## config.mk

```make
export PLATFORM = sky130hd
export DESIGN_NAME = lowres_scanout
export DESIGN_NICKNAME = d
export VERILOG_FILES = /design/src/rtl/scan_pkg.sv /design/src/rtl/scan_htimer.sv /design/src/rtl/scan_vphase.sv /design/src/rtl/scan_out_pipe.sv /design/src/rtl/lowres_scanout.sv
export SDC_FILE = /design/constraint.sdc
export NUM_CORES = 1
export LEC_CHECK = 0
export BUFFER_PORTS_ARGS = -buffer_cell sky130_fd_sc_hd__buf_2
export CORE_MARGIN = 8
export CORE_UTILIZATION = 45
export CTS_CLUSTER_SIZE = 30
export DETAILED_ROUTE_END_ITERATION = 16
export GPL_ROUTABILITY_DRIVEN = 0
export HOLD_SLACK_MARGIN = 0.15
export SKIP_LAST_GASP = 1
export SLEW_MARGIN = 10
export SYNTH_ARGS = -nofsm -noshare
export SYNTH_HDL_FRONTEND = slang
export SYNTH_SLANG_ARGS = --single-unit
```

## constraint.sdc

```tcl
create_clock -name clk -period 8 [get_ports clk]
set_clock_uncertainty 0.2 [all_clocks]
set_input_delay 0.8 -clock clk [delete_from_list [all_inputs] [get_ports clk]]
set_output_delay 0.8 -clock clk [all_outputs]
set_load 0.005 [all_outputs]
```

## src/rtl/scan_pkg.sv

```systemverilog
package scan_pkg;

  typedef enum logic [1:0] {
    PH_BACK   = 2'd0,
    PH_ACTIVE = 2'd1,
    PH_FRONT  = 2'd2,
    PH_SYNC   = 2'd3
  } vphase_e;

  function automatic vphase_e phase_after(vphase_e p);
    case (p)
      PH_BACK:   return PH_ACTIVE;
      PH_ACTIVE: return PH_FRONT;
      PH_FRONT:  return PH_SYNC;
      default:   return PH_BACK;
    endcase
  endfunction

endpackage

```

## src/rtl/scan_htimer.sv

```systemverilog
module scan_htimer #(
  parameter int H_TOTAL     = 200,
  parameter int LINE_PIXELS = 160,
  parameter int HSYNC_START = 168,
  parameter int HSYNC_END   = 192,
  parameter int HCNT_W      = 8
) (
  input  logic              clk,
  input  logic              rst,
  output logic [HCNT_W-1:0] hcount,
  output logic              line_end,
  output logic              line_evt,
  output logic              in_data,
  output logic              hs_win
);

  localparam logic [HCNT_W-1:0] LAST_H  = HCNT_W'(H_TOTAL - 1);
  localparam logic [HCNT_W-1:0] DATA_H  = HCNT_W'(LINE_PIXELS);
  localparam logic [HCNT_W-1:0] HS_ON   = HCNT_W'(HSYNC_START);
  localparam logic [HCNT_W-1:0] HS_OFF  = HCNT_W'(HSYNC_END);

  always_ff @(posedge clk) begin
    if (rst) begin
      hcount <= '0;
    end else if (hcount == LAST_H) begin
      hcount <= '0;
    end else begin
      hcount <= hcount + 1'b1;
    end
  end

  assign line_end = (hcount == LAST_H);
  assign line_evt = (hcount == HS_ON);
  assign in_data  = (hcount < DATA_H);
  assign hs_win   = (hcount >= HS_ON) && (hcount < HS_OFF);

  AST_HCOUNT_WRAP: assert property (@(posedge clk) disable iff (rst)
    $past(line_end) |-> (hcount == '0));

endmodule

```

## src/rtl/scan_vphase.sv

```systemverilog
module scan_vphase
  import scan_pkg::*;
#(
  parameter int LINE_PIXELS   = 160,
  parameter int ROWS          = 240,
  parameter int FB_BASE       = 0,
  parameter int VISIBLE_START = 34,
  parameter int VFP_START     = 514,
  parameter int VSYNC_START   = 524,
  parameter int VSYNC_END     = 526,
  parameter int ADDR_W        = 16,
  parameter int VCNT_W        = 10
) (
  input  logic              clk,
  input  logic              rst,
  input  logic              line_evt,
  input  logic              line_end,
  output logic              line_on,
  output logic              vs_act,
  output logic [ADDR_W-1:0] row_addr
);

  localparam logic [ADDR_W-1:0] BASE_A = ADDR_W'(FB_BASE);
  localparam logic [ADDR_W:0]   STEP_X = (ADDR_W+1)'(LINE_PIXELS);
  localparam logic [ADDR_W:0]   END_X  = (ADDR_W+1)'(FB_BASE + ROWS*LINE_PIXELS);
  localparam logic [VCNT_W-1:0] VIS_C  = VCNT_W'(VISIBLE_START);
  localparam logic [VCNT_W-1:0] VFP_C  = VCNT_W'(VFP_START);
  localparam logic [VCNT_W-1:0] VSS_C  = VCNT_W'(VSYNC_START);
  localparam logic [VCNT_W-1:0] VSE_C  = VCNT_W'(VSYNC_END);

  vphase_e           phase;
  logic [VCNT_W-1:0] lcnt;
  logic [VCNT_W-1:0] cnt_inc;
  logic              stream_en;
  logic              vs_tgt;
  logic [ADDR_W:0]   row_sum;
  logic [ADDR_W-1:0] row_adv;

  assign cnt_inc = lcnt + 1'b1;
  assign row_sum = {1'b0, row_addr} + STEP_X;
  assign row_adv = (row_sum >= END_X) ? BASE_A : row_sum[ADDR_W-1:0];

  always_ff @(posedge clk) begin
    if (rst) begin
      phase     <= PH_BACK;
      lcnt      <= '0;
      stream_en <= 1'b0;
      vs_tgt    <= 1'b0;
      line_on   <= 1'b0;
      vs_act    <= 1'b0;
      row_addr  <= BASE_A;
    end else begin
      if (line_evt) begin
        lcnt <= cnt_inc;
        case (phase)
          PH_BACK: begin
            if (cnt_inc >= VIS_C) begin
              phase     <= PH_ACTIVE;
              row_addr  <= BASE_A;
              stream_en <= 1'b1;
            end
          end
          PH_ACTIVE: begin
            if (cnt_inc >= VFP_C) begin
              phase     <= PH_FRONT;
              stream_en <= 1'b0;
            end else if (!cnt_inc[0]) begin
              row_addr <= row_adv;
            end
          end
          PH_FRONT: begin
            if (cnt_inc >= VSS_C) begin
              phase  <= PH_SYNC;
              vs_tgt <= 1'b1;
            end
          end
          default: begin
            if (cnt_inc >= VSE_C) begin
              phase  <= PH_BACK;
              lcnt   <= '0;
              vs_tgt <= 1'b0;
            end
          end
        endcase
      end
      if (line_end) begin
        line_on <= stream_en;
        vs_act  <= vs_tgt;
      end
    end
  end

  AST_PHASE_STEP: assert property (@(posedge clk) disable iff (rst)
    (phase != $past(phase)) |-> (phase == phase_after($past(phase))));

  AST_CNT_RESTART: assert property (@(posedge clk) disable iff (rst)
    (phase == PH_BACK && $past(phase) == PH_SYNC) |-> (lcnt == '0));

  AST_ROW_RELOAD: assert property (@(posedge clk) disable iff (rst)
    (phase == PH_ACTIVE && $past(phase) == PH_BACK) |-> (row_addr == BASE_A));

  AST_ROW_ODD_HOLD: assert property (@(posedge clk) disable iff (rst)
    (phase == PH_ACTIVE && $past(phase) == PH_ACTIVE && $past(line_evt) && lcnt[0])
      |-> (row_addr == $past(row_addr)));

  AST_ROW_IN_RANGE: assert property (@(posedge clk) disable iff (rst)
    ({1'b0, row_addr} < END_X) && (row_addr >= BASE_A));

  AST_VS_AT_LINE_START: assert property (@(posedge clk) disable iff (rst)
    (vs_act != $past(vs_act)) |-> $past(line_end));

endmodule

```

## src/rtl/scan_out_pipe.sv

```systemverilog
module scan_out_pipe #(
  parameter int PIX_W          = 8,
  parameter bit HSYNC_POSITIVE = 1'b0,
  parameter bit VSYNC_POSITIVE = 1'b0
) (
  input  logic             clk,
  input  logic             rst,
  input  logic             fetch,
  input  logic             hs_win,
  input  logic             vs_act,
  input  logic [PIX_W-1:0] fb_data,
  output logic [PIX_W-1:0] pixel,
  output logic             hsync,
  output logic             vsync
);

  logic val_q, hs_q, vs_q;
  logic hs_lvl, vs_lvl;
  logic hs_idle, vs_idle;

  generate
    if (HSYNC_POSITIVE) begin : g_hs_pos
      assign hs_lvl  = hs_q;
      assign hs_idle = 1'b0;
    end else begin : g_hs_neg
      assign hs_lvl  = ~hs_q;
      assign hs_idle = 1'b1;
    end
    if (VSYNC_POSITIVE) begin : g_vs_pos
      assign vs_lvl  = vs_q;
      assign vs_idle = 1'b0;
    end else begin : g_vs_neg
      assign vs_lvl  = ~vs_q;
      assign vs_idle = 1'b1;
    end
  endgenerate

  always_ff @(posedge clk) begin
    if (rst) begin
      val_q <= 1'b0;
      hs_q  <= 1'b0;
      vs_q  <= 1'b0;
      pixel <= '0;
      hsync <= hs_idle;
      vsync <= vs_idle;
    end else begin
      val_q <= fetch;
      hs_q  <= hs_win;
      vs_q  <= vs_act;
      pixel <= val_q ? fb_data : '0;
      hsync <= hs_lvl;
      vsync <= vs_lvl;
    end
  end

  AST_HSYNC_BLANK: assert property (@(posedge clk) disable iff (rst)
    (hsync != hs_idle) |-> (pixel == '0));

endmodule

```

## src/rtl/lowres_scanout.sv

```systemverilog
module lowres_scanout
  import scan_pkg::*;
#(
  parameter int PIX_W          = 8,
  parameter int LINE_PIXELS    = 160,
  parameter int ROWS           = 240,
  parameter int FB_BASE        = 0,
  parameter int H_TOTAL        = 200,
  parameter int HSYNC_START    = 168,
  parameter int HSYNC_END      = 192,
  parameter int VISIBLE_START  = 34,
  parameter int VFP_START      = 514,
  parameter int VSYNC_START    = 524,
  parameter int VSYNC_END      = 526,
  parameter bit HSYNC_POSITIVE = 1'b0,
  parameter bit VSYNC_POSITIVE = 1'b0,
  localparam int ADDR_W = (FB_BASE + LINE_PIXELS*ROWS) > 1 ? $clog2(FB_BASE + LINE_PIXELS*ROWS) : 1
) (
  input  logic              clk,
  input  logic              rst,
  output logic              fb_rd,
  output logic [ADDR_W-1:0] fb_addr,
  input  logic [PIX_W-1:0]  fb_data,
  output logic              hsync,
  output logic              vsync,
  output logic [PIX_W-1:0]  pixel
);

  localparam int HCNT_W = $clog2(H_TOTAL);
  localparam int VCNT_W = $clog2(VSYNC_END + 1);

  // Parameter legality, checked at elaboration.
  if (!(VISIBLE_START > 0 && VISIBLE_START < VFP_START &&
        VFP_START < VSYNC_START && VSYNC_START < VSYNC_END)) begin : g_bad_vertical
    $error("lowres_scanout: vertical thresholds must rise strictly");
  end
  if (!(LINE_PIXELS < HSYNC_START && HSYNC_START < HSYNC_END &&
        HSYNC_END < H_TOTAL)) begin : g_bad_horizontal
    $error("lowres_scanout: hsync must follow the pixel data inside the line");
  end

  logic [HCNT_W-1:0] hcount;
  logic              line_end, line_evt, in_data, hs_win;
  logic              line_on, vs_act;
  logic [ADDR_W-1:0] row_addr;

  scan_htimer #(
    .H_TOTAL     (H_TOTAL),
    .LINE_PIXELS (LINE_PIXELS),
    .HSYNC_START (HSYNC_START),
    .HSYNC_END   (HSYNC_END),
    .HCNT_W      (HCNT_W)
  ) u_htimer (
    .clk      (clk),
    .rst      (rst),
    .hcount   (hcount),
    .line_end (line_end),
    .line_evt (line_evt),
    .in_data  (in_data),
    .hs_win   (hs_win)
  );

  scan_vphase #(
    .LINE_PIXELS   (LINE_PIXELS),
    .ROWS          (ROWS),
    .FB_BASE       (FB_BASE),
    .VISIBLE_START (VISIBLE_START),
    .VFP_START     (VFP_START),
    .VSYNC_START   (VSYNC_START),
    .VSYNC_END     (VSYNC_END),
    .ADDR_W        (ADDR_W),
    .VCNT_W        (VCNT_W)
  ) u_vphase (
    .clk      (clk),
    .rst      (rst),
    .line_evt (line_evt),
    .line_end (line_end),
    .line_on  (line_on),
    .vs_act   (vs_act),
    .row_addr (row_addr)
  );

  assign fb_rd   = line_on & in_data;
  assign fb_addr = row_addr + ADDR_W'(hcount);

  scan_out_pipe #(
    .PIX_W          (PIX_W),
    .HSYNC_POSITIVE (HSYNC_POSITIVE),
    .VSYNC_POSITIVE (VSYNC_POSITIVE)
  ) u_out (
    .clk     (clk),
    .rst     (rst),
    .fetch   (fb_rd),
    .hs_win  (hs_win),
    .vs_act  (vs_act),
    .fb_data (fb_data),
    .pixel   (pixel),
    .hsync   (hsync),
    .vsync   (vsync)
  );

  AST_FETCH_IN_WINDOW: assert property (@(posedge clk) disable iff (rst)
    fb_rd |-> !hs_win);

endmodule

```

Word level (Yosys, flattened, before mapping)
Cells that the tools add are included.

storage, ports and cells
  register bits after elaboration = 53
  bits of input ports = 10
  word-level logic and storage cells = 71

cells by class
  add/subtract/negate cells = 4
  $lt $le $gt $ge = 8
  eq/ne operators = 9
  mux-type cells = 18
  bitwise gates (word level) = 5
  reductions and logical operators = 13

operator list
  operator                                                                                number
  16-bit two-way mux                                                                      4
  16-bit case mux with 2 select lines                                                     1
  10-bit greater-or-equal comparator (second input constant)                              3
  10-bit two-way mux                                                                      2
  16-bit by 8-bit adder with 17-bit output (second input constant)                        1
  17-bit by 16-bit greater-or-equal comparator with 1-bit output (second input constant)  1
  16-bit by 8-bit adder with 16-bit output                                                1
  8-bit equality test (second input constant)                                             2
  8-bit less-than comparator (second input constant)                                      2
  10-bit by 1-bit adder with 10-bit output (second input constant)                        1
  10-bit by 6-bit greater-or-equal comparator with 1-bit output (second input constant)   1
  5-bit AND reduction                                                                     2
  8-bit by 1-bit adder with 8-bit output (second input constant)                          1
  8-bit greater-or-equal comparator (second input constant)                               1
  2-bit two-way mux                                                                       4
  4-bit AND reduction                                                                     2
  2-bit by 1-bit != test with 1-bit output (second input constant)                        3
  2-bit case mux with 3 select lines                                                      1
  2-bit OR reduction                                                                      3
  1-bit two-way mux                                                                       4
  2-bit != test (second input constant)                                                   2
  1-bit inverter                                                                          4
  1-bit case mux with 2 select lines                                                      2
  2-bit nonzero test                                                                      2
  7 further kinds                                                                         7

Logic depth before layout (Yosys ltp)
Gate-level depths: netlist of the first run.

  depth in word-level cells = 6
  mapped depth = 11
  depth with buffers taken out = 9

Modules after synthesis
Synthesis of the first run repeated with hierarchy kept, for this count alone.

unflattened totals
  cells, all modules = 385
  area, all modules = 3,234.4 um^2

by module, submodules not included
  module          times used  cells an instance  area an instance (um^2)
  scan_vphase     1           250                1,964.4
  lowres_scanout  1           63                 496.7
  scan_htimer     1           45                 400.4
  scan_out_pipe   1           27                 372.9

Worst setup path after synthesis of the first run
OpenSTA, ideal clock, no wires.

  kind = register -> output
  start point = reg u_htimer.hcount[6]
  end point = out fb_addr[15]
  arrival time = 1.796 ns
  required time = 7.000 ns
  setup slack = 5.204 ns
  cell stages (with the launch flop) = 9
  cell sequence = dfxtp_1 -> ha_1 -> a21oi_1 -> nor2b_1 -> o21a_1 -> and3_2 -> and3_1 -> nand3_1 -> xnor2_1

between the ends
  longest elaborated chain between the ends = 1

ends and longest elaborated chain
  element                                   RTL line              text
  start, declared                           scan_htimer.sv:10     output logic [HCNT_W-1:0] hcount,
  start signal, assigned                    scan_htimer.sv:28     hcount <= hcount + 1'b1;
  16-bit by 8-bit adder with 16-bit output  lowres_scanout.sv:84  assign fb_addr = row_addr + ADDR_W'(hcount);
  end, declared                             lowres_scanout.sv:22  output logic [ADDR_W-1:0] fb_addr,

No other way between the ends.

Final worst setup path of the first run
Same ends and word-level chain as after synthesis.

==> flow_metrics.tcl, run 1 <==
set metrics [dict create \
    status "finished, final reports clean" \
    final_cell_area_um2 3100 \
    arrival_ps 2370 \
    gr-usage-all-layers 0.147 \
    fill_cells 603 \
    fmax_ghz 0.296 \
    pwr-share-seq 0.600 \
    cap_violations 0 \
    synthToLayoutAreaGrowth_pct 8.84 \
    synth_top_cell_by_area "dfxtp_1" \
    synthArstFlopShare 0 \
    layout-drive-gt1-share 0.158 \
    firstDrtPassIters 5 \
    power_leakage_nw 1.14 \
    numClockSinks 48 \
    drv_slew 0 \
    top_layer_used "met4" \
    cts_resized 0 \
    worstHoldPathType "reg2reg" \
    fin_crit_sh 0.422 \
    dp_hpwl_um 4430 \
    grt_pass1_wl_um 11100 \
    worstSetupStartpointType "flip-flop" \
    power_frac_clock 0.375 \
    worst_pin_slew_ps 692 \
    avgViaCountPerCell 5.67 \
    clk_pin_slew_ps 100 \
    antenna_found_initial 0 \
    relSlewSlack 0.539 \
    first_iter_violations 136 \
    overflow 0 \
    grt_max_degree 37 \
    yosys_register_bits 48 \
    wl_per_cell_um 14.3 \
    start_util 0.456 \
    wl_met3_um 275 \
    wl_met2_um 2910 \
    required_ps 7000 \
    setup_viol 0 \
    wirelength_um 6380 \
    powerDensity_nw_per_um2 130 \
    p_int_mw 0.307 \
    synth_area_leaders "dfxtp_1 34%, ha_1 4.8%, a21oi_1 4.0%" \
    path_class "reg2out" \
    cts_buffer_depth 2 \
    diodes 0 \
    grt_pass1_vias 2435 \
    pin_count 37 \
    hold_viol 0 \
    setup_tns_ps 0 \
    port_buffers 36 \
    drc 0 \
    switchingPower_mw 0.0959 \
    fp.dieW_um 95.5 \
    swShare 0.238 \
    postCtsSetupRepairBufs 0 \
    cp-end-kind "output pin" \
    cts_tree "yes" \
    cts_buffers 5 \
    wl_met1_um 3120 \
    syn_area_um2 2850 \
    yosys.area.top_type_share 0.338 \
    seq_area_frac_synth 0.338 \
    syn_avg_cell_area_um2 8.13 \
    yosysMostFrequentCell "dfxtp_1" \
    core_um2 6240 \
    netlist_instances 350 \
    synth_nets 371 \
    htreeDepth 2 \
    clock_latency_ps 300 \
    synth_cell_type_count 63 \
    rows 29 \
    synth-edff-count 0 \
    yosys-top-cells-count "48 x dfxtp_1, 27 x nor2_1, 26 x nand2_1, 23 x a21oi_1, 18 x inv_1" \
    placed_area_um2 3010 \
    power.share.combinational 0.025 \
    peakVddDrop_v 0.0000840 \
    yosysWarnings 0 \
    cts_hold_buf 0 \
    fin_crit_ps 3370 \
    rsz0062_at_grt "false" \
    vias 2521 \
    dieArea_um2 9120 \
    synth-main-ff-cell "dfxtp_1" \
    die_h_um 95.5 \
    nNetsFinal 388 \
    crit_fanout 6 \
    hold_ws_ps 181 \
    ant_nets 0 \
    cts_root_buffer "clkbuf_8" \
]
[layer usage]
| metal | GRT usage | vias up |
|---|---|---|
| met2 | 0.242 | 57 |
| met3 | 0.0315 | 8 |
| met4 | 0.0474 | 0 |
| met5 | 0 | - |
| li1 | - | 1296 |
| met1 | 0.187 | 1160 |
[sequential cells by signal, summed over array words and instances, names as in the netlist]
signal / cells
u_htimer.hcount: 8
u_out.hs_q: 1
u_out.hsync: 1
u_out.pixel: 8
u_out.val_q: 1
u_out.vs_q: 1
u_out.vsync: 1
u_vphase.lcnt: 10
u_vphase.line_on: 1
u_vphase.phase: 2
u_vphase.row_addr: 11
u_vphase.stream_en: 1
u_vphase.vs_act: 1
u_vphase.vs_tgt: 1
[metrics by stage]
step / power, mW / utilization / cells / setup slack (ps)
6_report: 0.403 / 0.496 / 445 / 4630
5_1_grt: 0.419 / 0.496 / 445 / 4410
4_1_cts: 0.410 / 0.496 / 445 / 4590
3_5_place_dp: 0.257 / 0.482 / 437 / 4940
3_3_place_gp: 0.257 / 0.482 / 437 / 4990
2_1_floorplan: 0.254 / - / 350 / 5200
[area by class of cell]
type | instances | area, um^2 | share of cell area
Clock buffer | 5 | 68.8 | 0.0222
Clock inverter | 3 | 22.5 | 0.00727
Inverter | 18 | 67.6 | 0.0218
Multi-Input combinational cell | 257 | 1690 | 0.547
Sequential cell | 48 | 961 | 0.310
Tap cell | 77 | 96.3 | 0.0311
Timing Repair Buffer | 37 | 188 | 0.0606
[worst max-delay path, stage by stage, from the launching register on]
cell     delay (ps)
dfxtp_1         420
ha_1            280
a21oi_1         230
nor2b_1          90
o21a_1          220
and3_2          250
and3_1          220
nand3_1         110
xnor2_1         110
buf_2           130
[cells by family (layout without fill, tap and decap cells)]
family	count (synthesis)	count (layout)	synth area share
AND/OR/NAND/NOR	133	133	0.251
AO/OA/AOI/OAI	92	92	0.229
flip-flops	48	48	0.338
buffers and inverters	45	63	0.0673
XOR/XNOR	17	17	0.0523
adder cells (fa/ha/maj)	11	11	0.0484
multiplexers	4	4	0.0145
[power groups by stage]
stage / sequential [mW] / combinational, mW / clock (mW)
2_1_floorplan: 0.247 / 0.00727 / 0
3_3_place_gp: 0.247 / 0.0104 / 0
3_5_place_dp: 0.247 / 0.0105 / 0
4_1_cts: 0.241 / 0.0104 / 0.158
5_1_grt: 0.242 / 0.0116 / 0.166
6_report: 0.241 / 0.0101 / 0.151
[path summary, 6_finish.rpt]
check | start | to | slack [ps] | cells after the start
worst min register to register | u_out.hs_q | u_out.hsync | 180 | 1
worst max-delay path | u_htimer.hcount[6] | fb_addr[15] | 4630 | 9
worst max register to register | u_vphase.lcnt[0] | u_vphase.row_addr[13] | 4930 | 8
worst min-delay path | u_out.hs_q | u_out.hsync | 180 | 1
[placed cells by master, fill, tap and decap left out, types with 2 or more instances in the layout]
master	synthesis	routed
nand4_1	5	5
mux2i_1	3	3
o31ai_2	2	2
nand3b_1	2	2
and3_1	7	7
buf_2	5	36
or3_2	2	2
and2_1	12	12
dfxtp_1	48	48
ha_1	11	11
nor2b_1	6	6
or4_1	7	7
o32ai_1	6	6
o21ai_0	16	16
nand2b_1	2	2
o22ai_1	3	3
clkbuf_8	0	5
o211ai_1	4	4
xnor2_1	11	11
or3_1	7	7
nor3_1	4	4
a21oi_1	23	23
inv_1	18	18
nand3_1	15	15
a31oi_1	9	9
a211oi_1	4	4
nand2_1	26	26
o31ai_1	2	2
nor4_1	3	3
and4_1	2	2
o2111ai_1	2	2
a21o_1	2	2
o41ai_1	2	2
xor2_1	6	6
nor2_1	27	27
Power figures use the tool's default switching activity.
==> run 2: changes to the inputs <==
Clock period 8 ns to 3.22 ns, I/O delays scaled along.
==> run 2 against run 1 <==
Compared with the run above: first-iteration DRC count shrank 24%; clock power is 150% higher; cell area up 3.6%; power is 150% higher; sequential power up 150%; setup slack worse by 4300 ps; utilization increased by 1.8 points; largest cell class unchanged; combinational power increased to 3.4 times the previous value; routed wire length increased by 4.2%; highest routed layer unchanged; register-to-register slack worse by 4600 ps.
==> flow_metrics.tcl, run 2 (synthesis results as in run 1) <==
set metrics [dict create \
    top_layer_used "met4" \
    ant_nets 0 \
    antenna_found_initial 0 \
    grt_pass1_wl_um 11500 \
    path_class "reg2reg" \
    clk_pin_slew_ps 90 \
    numClockSinks 48 \
    fill_cells 620 \
    pin_count 37 \
    status "finished, final reports clean" \
    drv_slew 0 \
    diodes 0 \
    mostFrequentLayoutCells "48 x dfxtp_1, 36 x buf_2, 27 x nor2_1" \
    worstSetupStartpointType "flip-flop" \
    wl_met1_um 3180 \
    peakVddDrop_v 0.000212 \
    largestRegisters "u_vphase.row_addr: 11 flops, u_vphase.lcnt: 10 flops" \
    final_cell_area_um2 3210 \
    fin_cells 457 \
    core_um2 6240 \
    first_iter_violations 104 \
    powerDensity_nw_per_um2 313 \
    die_h_um 95.5 \
    placed_area_um2 3040 \
    avgViaCountPerCell 5.58 \
    fin_crit_ps 2930 \
    wl_met3_um 371 \
    rows 29 \
    relSlewSlack 0.680 \
    cts_buffers 5 \
    arrival_ps 2940 \
    cts_root_buffer "clkbuf_8" \
    rsz0062_at_grt "false" \
    cts_resized 0 \
    fmax_ghz 0.341 \
    required_ps 3230 \
    grt_max_degree 20 \
    cp-end-kind "flip-flop" \
    worst_pin_slew_ps 478 \
    cts_buffer_depth 2 \
    largest_reg_flops 11 \
    start_util 0.456 \
    power_leakage_nw 1.20 \
    dpl.cell_count 441 \
    dieArea_um2 9120 \
    wl_met2_um 3050 \
    total_power_mw 1.00 \
    setup_viol 0 \
    hold_viol 0 \
    setup_tns_ps 0 \
    grt_pass1_vias 2409 \
    htreeDepth 2 \
    vias 2552 \
    worstHoldPathType "reg2reg" \
    largest-register "u_vphase.row_addr" \
    clock_latency_ps 300 \
    postCtsSetupRepairBufs 0 \
    multiInputGateArea_um2 1690 \
    fp.dieW_um 95.5 \
    r2r_slack_ps 290 \
    cts_tree "yes" \
    crit_fanout 14 \
    overflow 0 \
    fin_crit_sh 0.910 \
    layout_commonest_cell "dfxtp_1" \
    nNetsFinal 400 \
    wl_per_cell_um 14.5 \
    drc 0 \
    fin_util 0.514 \
    firstDrtPassIters 4 \
    cap_violations 0 \
    synthToLayoutAreaGrowth_pct 12.7 \
    gr-usage-all-layers 0.155 \
    wirelength_um 6650 \
    port_buffers 36 \
    dp_hpwl_um 4670 \
    layout-drive-gt1-share 0.163 \
    regArea_um2 961 \
]
[run 2: changes by cell type in the layout (fill, tap and decap cells not counted), sizes merged]
cell and change:
buf +4, dlygate4sd3 +8
[run 2: worst max-delay path, cell delays in order, from the launching register on]
cell and delay [ps]:
dfxtp_1 510, ha_1 480, nand3_1 160, nor2_1 270, mux2i_1 140, a41oi_2 360, o211a_2 330, nand3_4 160
o41ai_2 230
[run 2: worst paths after layout]
check             cells after the start              from                    end
hold / removal                        1        u_out.vs_q            u_out.vsync
setup reg to reg                      8  u_vphase.lcnt[1]  u_vphase.row_addr[13]
hold reg to reg                       1        u_out.vs_q            u_out.vsync
setup / recovery                      8  u_vphase.lcnt[1]  u_vphase.row_addr[13]
[run 2: through the flow]
stage                     hold slack [ps]  worst slack, ps
after floorplan                       152              586
after global placement                162              425
after detailed placement              164              325
after CTS                             187              286
after global routing                  201             8.64
final                                 181              291
[run 2: power by group]
group	internal, mW	switching, mW	leakage [nW]	total, mW
clock	0.156	0.215	0.0485	0.371
sequential	0.596	0.00340	0.387	0.600
combinational	0.0165	0.0174	0.760	0.0339
total	0.769	0.236	1.20	1.00
[run 2: area by class of cell]
type | count | share of cell area
multi-input combinational | 257 | 0.528
inverter | 18 | 0.0211
tap | 77 | 0.0300
clock inverter | 3 | 0.00702
clock buffer | 5 | 0.0215
sequential | 48 | 0.300
timing repair buffer | 49 | 0.0929
[run 2: routing by layer]
| metal | GRT usage | vias to the layer above |
|---|---|---|
| met3 | 0.0283 | 4 |
| li1 | - | 1320 |
| met5 | 0 | - |
| met4 | 0.0512 | 0 |
| met2 | 0.255 | 66 |
| met1 | 0.198 | 1162 |
[run 2: repair_timing]
action,4_1_cts,5_1_grt
hold endpoints to repair,8,0
hold buffers,8,0
endpoints found under the setup margin,0,0
==> run 3: changes to the inputs <==
Settings changed: CORE_UTILIZATION 45 to 58, PLACE_DENSITY set to 0.8.
==> run 3 against run 2 <==
Compared with the run above: sequential share of layout area about the same; cell area up 0.16%; global-route usage up 2.8 points; final cell count down 2.6%; sequential power about the same; clock-buffer cell count up 1; hold slack worse by 3.3 ps; combinational power down 3%; utilization up 17 points; clock power up 23%; largest cell class unchanged; highest routed layer unchanged.
==> flow_metrics.tcl, run 3 (synthesis results as in run 1) <==
set metrics [dict create \
    status "finished, final reports clean" \
    rows 25 \
    rsz0062_at_grt "false" \
    required_ps 3230 \
    power.share.combinational 0.030 \
    grt_pass1_vias 2430 \
    wl_per_cell_um 14.6 \
    hold_viol 0 \
    dieArea_um2 7400 \
    cts_root_buffer "clkbuf_8" \
    cts_tree "yes" \
    drc 0 \
    relSlewSlack 0.550 \
    port_buffers 36 \
    core_um2 4720 \
    start_util 0.602 \
    cts_buffers 5 \
    wirelength_um 6500 \
    synthToLayoutAreaGrowth_pct 12.9 \
    fin_util 0.680 \
    powerDensity_nw_per_um2 339 \
    numClockSinks 48 \
    overflow 0 \
    worstHoldPathType "reg2reg" \
    cp-end-kind "flip-flop" \
    p_int_mw 0.866 \
    largest-register "u_vphase.row_addr" \
    regArea_um2 961 \
    setup_viol 0 \
    gr-usage-all-layers 0.183 \
    pwr-share-seq 0.550 \
    grt_pass1_wl_um 11200 \
    dp_hpwl_um 4640 \
    clk_pin_slew_ps 90 \
    setup_tns_ps 0 \
    fmax_ghz 0.341 \
    crit_fanout 10 \
    cap_violations 0 \
    worstSetupStartpointType "flip-flop" \
    path_class "reg2reg" \
    diodes 0 \
    mostFrequentLayoutCells "48 x dfxtp_1, 36 x buf_2, 27 x nor2_1" \
    largestRegisters "u_vphase.row_addr: 11 flops, u_vphase.lcnt: 10 flops" \
    peakVddDrop_v 0.000233 \
    htreeDepth 2 \
    first_iter_violations 122 \
    drv_slew 0 \
    cts_buffer_depth 2 \
    fin_crit_ps 2930 \
    arrival_ps 2940 \
    pin_count 37 \
    layout-drive-gt1-share 0.161 \
    fin_crit_sh 0.910 \
    die_h_um 86.0 \
    postCtsSetupRepairBufs 0 \
    fill_cells 389 \
    power_frac_clock 0.420 \
    power_leakage_nw 1.19 \
    firstDrtPassIters 4 \
    grt_max_degree 37 \
    antenna_found_initial 0 \
    ant_nets 0 \
    total_power_mw 1.09 \
    avgViaCountPerCell 5.91 \
    clock_latency_ps 300 \
    largest_reg_flops 11 \
    swShare 0.205 \
    worst_pin_slew_ps 675 \
    layout_commonest_cell "dfxtp_1" \
    fp.dieW_um 86.0 \
    nNetsFinal 398 \
    switchingPower_mw 0.224 \
    vias 2632 \
    multiInputGateArea_um2 1700 \
]
==> run 3: layer usage <==
metal | wire length, um | track usage | vias to the layer above | share of wire
met5 | 0 | 0 | - | 0
met4 | 36 | 0.0557 | 0 | 0.0055
met3 | 451 | 0.0401 | 3 | 0.069
met2 | 3160 | 0.311 | 91 | 0.49
met1 | 2850 | 0.222 | 1224 | 0.44
li1 | - | - | 1314 | -
==> run 3: path summary, 6_finish.rpt <==
check / start / to / slack (ps) / cells after the start
worst max-delay path: u_vphase.row_addr[5] / u_vphase.row_addr[13] / 290 / 8
worst min-delay path: u_out.vs_q / u_out.vsync / 180 / 1
worst max register to register: u_vphase.row_addr[5] / u_vphase.row_addr[13] / 290 / 8
worst min register to register: u_out.vs_q / u_out.vsync / 180 / 1
==> run 3: area by class of cell <==
type	instances	share of cell area
clock buffers	6	0.0257
clock inverters	2	0.0121
inverters	18	0.0210
multi-input cells	257	0.528
flip-flops and latches	48	0.299
well taps	67	0.0261
repair buffers	47	0.0880
==> run 3: metrics by stage <==
| step | hold WS [ps] | area (um^2) | cells | setup WS, ps |
|---|---|---|---|---|
| floorplan | 152 | 2850 | 350 | 586 |
| detailed placement | 156 | 3010 | 429 | 325 |
| CTS | 177 | 3210 | 445 | 281 |
| global route | 200 | 3210 | 445 | 83.3 |
| global placement | 157 | 3010 | 429 | 443 |
| finish | 177 | 3210 | 445 | 288 |
==> run 3: critical path: stages (launching register included) <==
cell and delay [ps]:
dfxtp_1 460, ha_1 280, o2111ai_1 150, or2_0 350
or3_1 410, a211oi_2 270, o31a_2 330, nand3_4 170
o41ai_2 210
==> run 3: timing repair <==
action / in CTS / in global routing
setup endpoints to repair: 0 / 7
hold buffers: 8 / 0
hold endpoints to repair: 8 / 0
gates resized for setup: 0 / 1
==> run 3: power groups by stage <==
stage	Combinational (mW)	Sequential, mW	Clock, mW
finish	0.0328	0.600	0.457
global placement	0.0248	0.613	0
CTS	0.0330	0.600	0.472
floorplan	0.0181	0.613	0
global route	0.0364	0.600	0.501
detailed placement	0.0255	0.613	0
